$ cat config.mk
export PLATFORM = sky130hd
export DESIGN_NAME = mps_keepalive_ctrl
export DESIGN_NICKNAME = d
export VERILOG_FILES = /design/src/rtl/mps_pkg.sv /design/src/rtl/mps_tick_gen.sv /design/src/rtl/mps_longevt_det.sv /design/src/rtl/mps_mode_fsm.sv /design/src/rtl/mps_pulse_gen.sv /design/src/rtl/mps_keepalive_ctrl.sv
export SDC_FILE = /design/constraint.sdc
export NUM_CORES = 1
export LEC_CHECK = 0
export ABC_AREA = 1
export BUFFER_PORTS_ARGS = -buffer_cell sky130_fd_sc_hd__buf_2
export CAP_MARGIN = 15
export CORE_MARGIN = 4
export CORE_UTILIZATION = 63
export CTS_BUF_LIST = sky130_fd_sc_hd__clkbuf_4 sky130_fd_sc_hd__clkbuf_8
export DETAILED_ROUTE_END_ITERATION = 10
export PLACE_DENSITY = 0.86
export SLEW_MARGIN = 40
export SYNTH_ARGS = -nofsm -noshare
export SYNTH_HDL_FRONTEND = slang
export SYNTH_HIERARCHICAL = 1
export SYNTH_SLANG_ARGS = --single-unit
export TNS_END_PERCENT = 10
$ cat constraint.sdc
create_clock -name clk -period 3.9 [get_ports clk]
set_input_delay 0.195 -clock clk [delete_from_list [all_inputs] [get_ports clk]]
set_output_delay 0.195 -clock clk [all_outputs]
set_load 0.01 [all_outputs]
$ cat src/rtl/mps_pkg.sv
package mps_pkg;
  typedef enum logic [1:0] {
    ST_IDLE  = 2'd0,
    ST_LOCK  = 2'd1,
    ST_WATCH = 2'd2
  } mps_state_e;

  // On-time in ticks for a given duty code; default quarter duty unless unlocked
  function automatic int mps_on_ticks(input logic [1:0] code, input logic unlocked,
                                      input int period);
    int r;
    r = period / 4;
    if (unlocked) begin
      case (code)
        2'd1:    r = (period * 15) / 100;
        2'd2:    r = (period * 10) / 100;
        2'd3:    r = (period * 5) / 100;
        default: r = period / 4;
      endcase
    end
    return r;
  endfunction
endpackage

$ cat src/rtl/mps_tick_gen.sv
module mps_tick_gen #(
  parameter int DIV = 4
) (
  input  logic clk,
  input  logic rst_n,
  output logic tick
);
  localparam int CW = (DIV > 1) ? $clog2(DIV) : 1;
  localparam logic [CW-1:0] LAST = CW'(DIV - 1);

  logic [CW-1:0] cnt_q;

  always_ff @(posedge clk) begin
    if (!rst_n) cnt_q <= '0;
    else if (cnt_q == LAST) cnt_q <= '0;
    else cnt_q <= cnt_q + 1'b1;
  end

  assign tick = (cnt_q == LAST);
endmodule

$ cat src/rtl/mps_longevt_det.sv
module mps_longevt_det #(
  parameter int LONG_TICKS = 20
) (
  input  logic clk,
  input  logic rst_n,
  input  logic tick,
  input  logic evt_stb,
  input  logic volt_ok,
  output logic trunc,
  output logic unlocked
);
  localparam int CW = (LONG_TICKS > 1) ? $clog2(LONG_TICKS) : 1;
  localparam logic [CW-1:0] LAST = CW'(LONG_TICKS - 1);

  logic          run_q;
  logic [CW-1:0] cnt_q;
  logic          trunc_q, unl_q;

  always_ff @(posedge clk) begin
    if (!rst_n) begin
      run_q   <= 1'b0;
      cnt_q   <= '0;
      trunc_q <= 1'b0;
      unl_q   <= 1'b0;
    end else begin
      if (trunc_q && !volt_ok) trunc_q <= 1'b0;
      if (evt_stb && volt_ok && !unl_q) begin
        run_q <= 1'b1;
        cnt_q <= '0;
      end else if (run_q) begin
        if (!volt_ok) begin
          run_q <= 1'b0;
        end else if (tick) begin
          if (cnt_q == LAST) begin
            run_q   <= 1'b0;
            trunc_q <= 1'b1;
            unl_q   <= 1'b1;
          end else begin
            cnt_q <= cnt_q + 1'b1;
          end
        end
      end
    end
  end

  assign trunc    = trunc_q;
  assign unlocked = unl_q;
endmodule

$ cat src/rtl/mps_mode_fsm.sv
module mps_mode_fsm
  import mps_pkg::*;
#(
  parameter int WIN_SAMPLES  = 10,
  parameter int PERIOD_TICKS = 40
) (
  input  logic clk,
  input  logic rst_n,
  input  logic tick,
  input  logic sw_on,
  input  logic below,
  input  logic above,
  output logic active
);
  localparam int WW = (WIN_SAMPLES > 1) ? $clog2(WIN_SAMPLES) : 1;
  localparam int LW = (PERIOD_TICKS > 1) ? $clog2(PERIOD_TICKS) : 1;
  localparam logic [WW-1:0] WLAST = WW'(WIN_SAMPLES - 1);
  localparam logic [LW-1:0] LLAST = LW'(PERIOD_TICKS - 1);

  mps_state_e    st_q;
  logic [WW-1:0] win_q;
  logic [LW-1:0] lock_q;

  always_ff @(posedge clk) begin
    if (!rst_n || !sw_on) begin
      st_q   <= ST_IDLE;
      win_q  <= '0;
      lock_q <= '0;
    end else if (tick) begin
      case (st_q)
        ST_IDLE: begin
          if (!below) begin
            win_q <= '0;
          end else if (win_q == WLAST) begin
            win_q  <= '0;
            lock_q <= '0;
            st_q   <= ST_LOCK;
          end else begin
            win_q <= win_q + 1'b1;
          end
        end
        ST_LOCK: begin
          if (lock_q == LLAST) begin
            lock_q <= '0;
            st_q   <= ST_WATCH;
          end else begin
            lock_q <= lock_q + 1'b1;
          end
        end
        ST_WATCH: if (above) st_q <= ST_IDLE;
        default: st_q <= ST_IDLE;
      endcase
    end
  end

  assign active = (st_q != ST_IDLE);
endmodule

$ cat src/rtl/mps_pulse_gen.sv
module mps_pulse_gen #(
  parameter int PERIOD = 40,
  localparam int PW = (PERIOD > 1) ? $clog2(PERIOD) : 1,
  localparam int OW = $clog2(PERIOD + 1)
) (
  input  logic          clk,
  input  logic          rst_n,
  input  logic          en,
  input  logic          tick,
  input  logic [OW-1:0] on_len,
  output logic          pulse
);
  localparam logic [PW-1:0] LAST = PW'(PERIOD - 1);

  logic [PW-1:0] ph_q;

  always_ff @(posedge clk) begin
    if (!rst_n || !en) ph_q <= '0;
    else if (tick) ph_q <= (ph_q == LAST) ? '0 : ph_q + 1'b1;
  end

  assign pulse = en && ({1'b0, ph_q} < {{(OW - PW){1'b0}}, on_len[OW-1:0]} || (OW == PW && ph_q < on_len[PW-1:0]));
endmodule

$ cat src/rtl/mps_keepalive_ctrl.sv
module mps_keepalive_ctrl
  import mps_pkg::*;
#(
  parameter int SAMPLE_CYC   = 4000,
  parameter int WIN_SAMPLES  = 10,
  parameter int PERIOD_TICKS = 10500,
  parameter int LONG_TICKS   = 2562,
  parameter int LED_TICKS    = 125
) (
  input  logic       clk,
  input  logic       rst_n,
  input  logic       sw_full_on,
  input  logic       cmp_below,
  input  logic       cmp_above,
  input  logic       class_evt_stb,
  input  logic       class_v_ok,
  input  logic [1:0] duty_sel,
  output logic       ka_en,
  output logic       mps_active,
  output logic       class_trunc,
  output logic       led_en
);
  localparam int KOW = $clog2(PERIOD_TICKS + 1);
  localparam int LOW = $clog2(LED_TICKS + 1);
  localparam logic [LOW-1:0] LED_ON = LOW'(LED_TICKS / 4);

  logic            tick;
  logic            ac_en;
  logic [KOW-1:0]  ka_on;

  mps_tick_gen #(.DIV(SAMPLE_CYC)) u_tick (
    .clk(clk), .rst_n(rst_n), .tick(tick)
  );

  mps_longevt_det #(.LONG_TICKS(LONG_TICKS)) u_long (
    .clk(clk), .rst_n(rst_n), .tick(tick), .evt_stb(class_evt_stb),
    .volt_ok(class_v_ok), .trunc(class_trunc), .unlocked(ac_en)
  );

  mps_mode_fsm #(.WIN_SAMPLES(WIN_SAMPLES), .PERIOD_TICKS(PERIOD_TICKS)) u_fsm (
    .clk(clk), .rst_n(rst_n), .tick(tick), .sw_on(sw_full_on),
    .below(cmp_below), .above(cmp_above), .active(mps_active)
  );

  always_comb ka_on = KOW'(mps_on_ticks(duty_sel, ac_en, PERIOD_TICKS));

  mps_pulse_gen #(.PERIOD(PERIOD_TICKS)) u_ka (
    .clk(clk), .rst_n(rst_n), .en(mps_active), .tick(tick),
    .on_len(ka_on), .pulse(ka_en)
  );

  mps_pulse_gen #(.PERIOD(LED_TICKS)) u_led (
    .clk(clk), .rst_n(rst_n), .en(mps_active), .tick(tick),
    .on_len(LED_ON), .pulse(led_en)
  );
endmodule

# --- Word level (Yosys, flattened, before mapping) ---
# Cells that the tools add are included.
totals:
  word_cells: 88
  output_inout_bits: 4
  in_bits: 9
  reg_bits: 68
classes:
  magnitude_cmp: 4
  muxes: 26
  n_bitwise: 3
  addsub: 6
  reduce_logical: 24
  eq_ne: 15
op_table:
  columns: ["cell", "count"]
  rows:
  - ["14-bit two-way mux", 4]
  - ["12-bit one-hot mux with 3 select lines", 1]
  - ["14-bit by 1-bit adder with 14-bit output (second input constant)", 2]
  - ["14-bit == test (second input constant)", 2]
  - ["14-bit by 12-bit < comparator with 1-bit output", 2]
  - ["14-bit one-hot mux with 2 select lines", 1]
  - ["12-bit by 1-bit adder with 12-bit output (second input constant)", 2]
  - ["12-bit == test (second input constant)", 2]
  - ["7-bit by 5-bit < comparator with 1-bit output (second input constant)", 2]
  - ["12-bit two-way mux", 1]
  - ["1-bit two-way mux", 11]
  - ["5-bit AND reduction", 2]
  - ["2-bit two-way mux", 4]
  - ["4-bit two-way mux", 2]
  - ["4-bit AND reduction", 2]
  - ["7-bit by 1-bit adder with 7-bit output (second input constant)", 1]
  - ["7-bit == test (second input constant)", 1]
  - ["7-bit two-way mux", 1]
  - ["2-bit == test (second input constant)", 3]
  - ["2-bit one-hot mux with 3 select lines", 1]
  - ["1-bit logical AND", 5]
  - ["1-bit zero test", 5]
  - ["4-bit by 1-bit adder with 4-bit output (second input constant)", 1]
  - ["2-bit by 1-bit == test with 1-bit output (second input constant)", 2]
  - ["9 further kinds", 18]

# --- Depth between registers and ports, before layout ---
logic_depth:
  ltp_word: 8
  ltp_mapped: 14
  ltp_nobuf: 13

# --- Modules after synthesis ---
# Netlist, hierarchy kept.
modules_own_cells:
  columns: ["mod", "instances", "area_each_um2", "seq_area_each_um2", "cells_each"]
  rows:
  - ["mps_mode_fsm", 1, 1158.6, 400.4, 179]
  - ["mps_pulse_gen at u_ka", 1, 1114.8, 280.3, 169]
  - ["mps_longevt_det", 1, 915.9, 300.3, 139]
  - ["mps_tick_gen", 1, 603.1, 240.2, 81]
  - ["mps_pulse_gen at u_led", 1, 540.5, 140.1, 82]
  - ["mps_keepalive_ctrl", 1, 110.1, 0.0, 20]

# --- Worst setup path after synthesis ---
# No wires, ideal clock.
synth_path:
  kind: "register to register"
  startpoint: "register u_tick.cnt_q[0]"
  endpoint: "register u_long.cnt_q[10]"
  path_stages_with_launch: 12
  required_ps: 3790
  arrival_ps: 1917
  setup_ps: 110
  path_buffers: 1
  setup_slack_ps: 1874
  synth_period_minus_slack_ps: 2026
  cell_sequence: "dfxtp_1 -> ha_1 -> nand3_2 -> inv_2 -> nand3_1 -> inv_1 -> inv_1 -> nor2_4 -> buf_2 -> nand4_1 -> nand2_1 -> nor2_1"
synth_via:
  elab_chain_len: 2
synth_lines:
  columns: ["element", "line_no", "source"]
  rows:
  - ["start, declared", "mps_tick_gen.sv:11", "logic [CW-1:0] cnt_q;"]
  - ["start signal, assigned", "mps_tick_gen.sv:16", "else cnt_q <= cnt_q + 1'b1;"]
  - ["12-bit == test", "mps_tick_gen.sv:19", "assign tick = (cnt_q == LAST);"]
  - ["via tick", "mps_keepalive_ctrl.sv:27", "logic tick;"]
  - ["4-bit AND reduction (no line)", null, null]
  - ["end signal, assigned", "mps_longevt_det.sv:39", "cnt_q <= cnt_q + 1'b1;"]
  - ["end, declared", "mps_longevt_det.sv:16", "logic [CW-1:0] cnt_q;"]
# The timed path passes the listed nets, and every way through them passes these cells.
# A chain may end at the register's enable or synchronous reset.

# --- Worst setup path in the final report ---
layout_path:
  startpoint: "register u_tick.cnt_q[0]"
  endpoint: "register u_long.trunc_q, in the netlist u_long/trunc"
layout_via:
  elab_chain_len: 5
layout_lines:
  columns: ["element", "line_no", "source"]
  rows:
  - ["12-bit == test", "mps_tick_gen.sv:19", null]
  - ["via tick", "mps_keepalive_ctrl.sv:27", null]
  - ["1-bit two-way mux", "mps_longevt_det.sv:33", "end else if (tick) begin"]
  - ["1-bit two-way mux", "mps_longevt_det.sv:31", "if (!volt_ok) begin"]
  - ["1-bit two-way mux", "mps_longevt_det.sv:30", "end else if (run_q) begin"]
  - ["1-bit two-way mux", "mps_longevt_det.sv:27", "if (evt_stb && volt_ok && !unl_q) begin"]
  - ["end signal, assigned", "mps_longevt_det.sv:23", "trunc_q <= 1'b0;"]
  - ["end signal, assigned", "mps_longevt_det.sv:26", "if (trunc_q && !volt_ok) trunc_q <= 1'b0;"]
  - ["end signal, assigned", "mps_longevt_det.sv:36", "trunc_q <= 1'b1;"]
  - ["end, declared", "mps_longevt_det.sv:17", "logic trunc_q, unl_q;"]
# The timed path passes the listed nets, and every way through them passes these cells.

==> run_results.csv <==
group,metric,value,unit
cells_and_area,nets,739,
drt,drt-pass1-iter-count,4,
power,vdd_drop_max,0.224,mV
clock_network,cts_buffer_depth,2,
logic_synthesis,synth-edff-count,0,
placed_design,gp_congestion,0.911,
clock_network,clock_sinks,68,
setup_path,worst_setup_path_end_kind,"flip-flop",
setup_path,crit_path_max_fanout,15,
timing,fin_setup_tns,0,ps
worst_hold_path,hp-class,"in -> reg",
logic_synthesis,netlist_instances,670,
floorplan,die_y,92.0,µm
logic_synthesis,syn_area,4440,µm²
drt,wl_per_cell,10.8,µm
timing,setup_viol,0,
cells_and_area,antenna_cells,0,
global_routing,grt_pass1_vias,3698,
floorplan,die_w,92.0,µm
floorplan,dieArea,8460,µm²
cells_and_area,final_layout_size_suffix_gt1_frac,0.117,
cells_and_area,fillCellCount,595,
timing,finalHoldViolations,0,
clock_network,cts_tree,"yes",
setup_path,rr_worst_depth,10,
global_routing,antenna_found_initial,0,
cells_and_area,mostFrequentLayoutCells,"nand2_1 (168), inv_1 (102), nor2_1 (97)",
logic_synthesis,yosysUniqueCellTypes,37,
setup_path,start_kind,"flip-flop",
timing,slew_viol_final,0,
floorplan,core_area,6830,µm²
power,power.leakage,2.13,nW
cells_and_area,area_delta_synth_final,8.11,%
drt,drtIter0Drc,160,
timing,fmax,403,MHz
setup_path,r2r_slack,1420,ps
timing,tightest_slew,527,ps
global_routing,grt_pass1_wl,15200,µm
run_status,status,"finished clean",
timing,rsz0062_at_grt,"false",
drt,drc,0,
setup_path,setup.worst_path.end,"u_long/trunc",
clock_network,root_buffer,"clkbuf_8",
clock_network,htreeDepth,3,
logic_synthesis,yosysSeqAreaShare,0.306,
clock_network,clock_latency,340,ps
logic_synthesis,ys_dominant_reg_cell,"dfxtp_1",
logic_synthesis,postSynthAreaPerCell,6.63,µm²
setup_path,critPathArrivalTime,2750,ps
clock_network,post_cts_buffers,0,
drt,ant_nets,0,
timing,holdWs,145,ps
clock_network,holdBufCountCts,0,
timing,period_minus_slack,2480,ps
clock_network,cts-buffers-inserted,9,
logic_synthesis,async_reset_ff_frac,0,
global_routing,grt.total_usage,0.217,
cells_and_area,final_common_cell,"nand2_1",
logic_synthesis,ys_seq_elements,68,
setup_path,worstSetupPathType,"reg -> reg",
floorplan,rows,30,
setup_path,crit_required,4160,ps
global_routing,grt_max_degree,17,
drt,viasPerCell,4.99,
floorplan,num_io_pins,13,
power,p_per_area,269,nW/µm²
floorplan,initial_utilization,0.650,
placed_design,io_buffers,12,
setup_path,startpoint,"u_tick/cnt_q[0]",
job,maxCapViolations,0,
clock_network,clkSlewWorstSetupHoldPaths,70,ps
timing,period_share,0.637,
setup_path,rr_endpoint,"u_long/trunc",
timing,relSlewSlack,0.648,
clock_network,post_cts_resized,0,
placed_design,hpwlAfterDp,6620,µm
logic_synthesis,yosys_warnings,6,
timing,finClkSkew,7.65,ps
drt,drt-total-wl,8640,µm
global_routing,grt_overflow,0,
drt,vias,3975,
setup_path,r2r_start,"u_tick/cnt_q[0]",
-- power by group --
| part | switching (mW) | leakage [nW] | internal, mW | total, mW |
|---|---|---|---|---|
| clock | 0.249 | 0.0959 | 0.301 | 0.550 |
| sequential | 0.00317 | 0.548 | 0.697 | 0.700 |
| combinational | 0.0270 | 1.48 | 0.0130 | 0.0400 |
| total | 0.279 | 2.13 | 1.01 | 1.29 |
-- registers in the layout, summed over array words and instances, names as in the netlist --
name / count
u_led/ph_q: 7
u_fsm/st_q: 2
u_long/trunc: 1
u_long/cnt_q: 12
u_fsm/lock_q: 14
u_tick/cnt_q: 12
u_fsm/win_q: 4
u_ka/ph_q: 14
u_long/unlocked: 1
u_long/run_q: 1
-- per-stage QoR --
stage	instance area, µm²	total power [mW]	utilization	cells	setup WS [ps]
finish	4800	1.29	0.703	797	1420
floorplan	4480	0.743	-	679	1870
global route	4800	1.34	0.703	797	1200
detailed placement	4620	0.755	0.677	783	1420
CTS	4800	1.31	0.703	797	1410
global placement	4620	0.753	0.677	783	1550
-- Yosys cell counts, drive strengths merged (5+ instances only) --
library cell / n / area, µm²
o21ai: 9 / 45.0
nand3b: 5 / 37.5
xor2: 11 / 96.3
nand2: 188 / 776
inv: 111 / 419
nor2: 117 / 543
dfxtp: 68 / 1360
nand3: 50 / 278
nand4: 11 / 68.8
ha: 32 / 400
o21bai: 5 / 37.5
a21oi: 32 / 168
nor3: 9 / 45.0
-- logic make-up (layout without fill, tap and decap cells) --
kind of cell | count (synthesis) | after routing | share of synthesized area
mux | 2 | 2 | 0.00451
xor+xnor | 15 | 15 | 0.0296
buf+inv | 116 | 138 | 0.103
compound gates | 50 | 50 | 0.0634
other cells | 2 | 11 | 0.00169
flops | 68 | 68 | 0.306
fa+ha+maj | 32 | 32 | 0.0901
simple gates | 385 | 385 | 0.402
-- final cells by class --
cell class,count,area (µm²),area share
inverters,112,423,0.0880
clock inverters,3,40.0,0.00834
clock buffers,11,139,0.0289
multi-input cells,495,2660,0.554
flip-flops and latches,68,1360,0.283
well taps,96,120,0.0250
repair buffers,12,60.1,0.0125
-- metal layers --
metal	vias to the layer above	wire length, µm	global-route usage
met4	0	119	0.0879
met2	45	4320	0.384
li1	2122	-	-
met5	-	0	0
met1	1797	3930	0.265
met3	11	273	0.0263
-- worst min-delay path by stage --
stage	from	endpoint	slack, ps	depth (start not counted)
floorplan	class_v_ok	u_long/trunc	330	2
global placement	u_long/trunc	u_long/trunc	450	2
detailed placement	u_tick/cnt_q[0]	u_tick/cnt_q[0]	470	1
CTS	class_v_ok	u_long/trunc	120	3
global route	class_v_ok	u_long/trunc	130	3
finish	class_v_ok	u_long/trunc	140	3
-- worst max-delay path: stages (launching register included) --
cell     delay, ps
dfxtp_1        400
ha_1           230
nand3_2        150
inv_2           70
nand3_1        100
inv_1          420
inv_1          170
nor2_4         380
nand2_1         70
or2_1          260
a21oi_1        140
No activity file was read; power rests on OpenSTA's default activity.
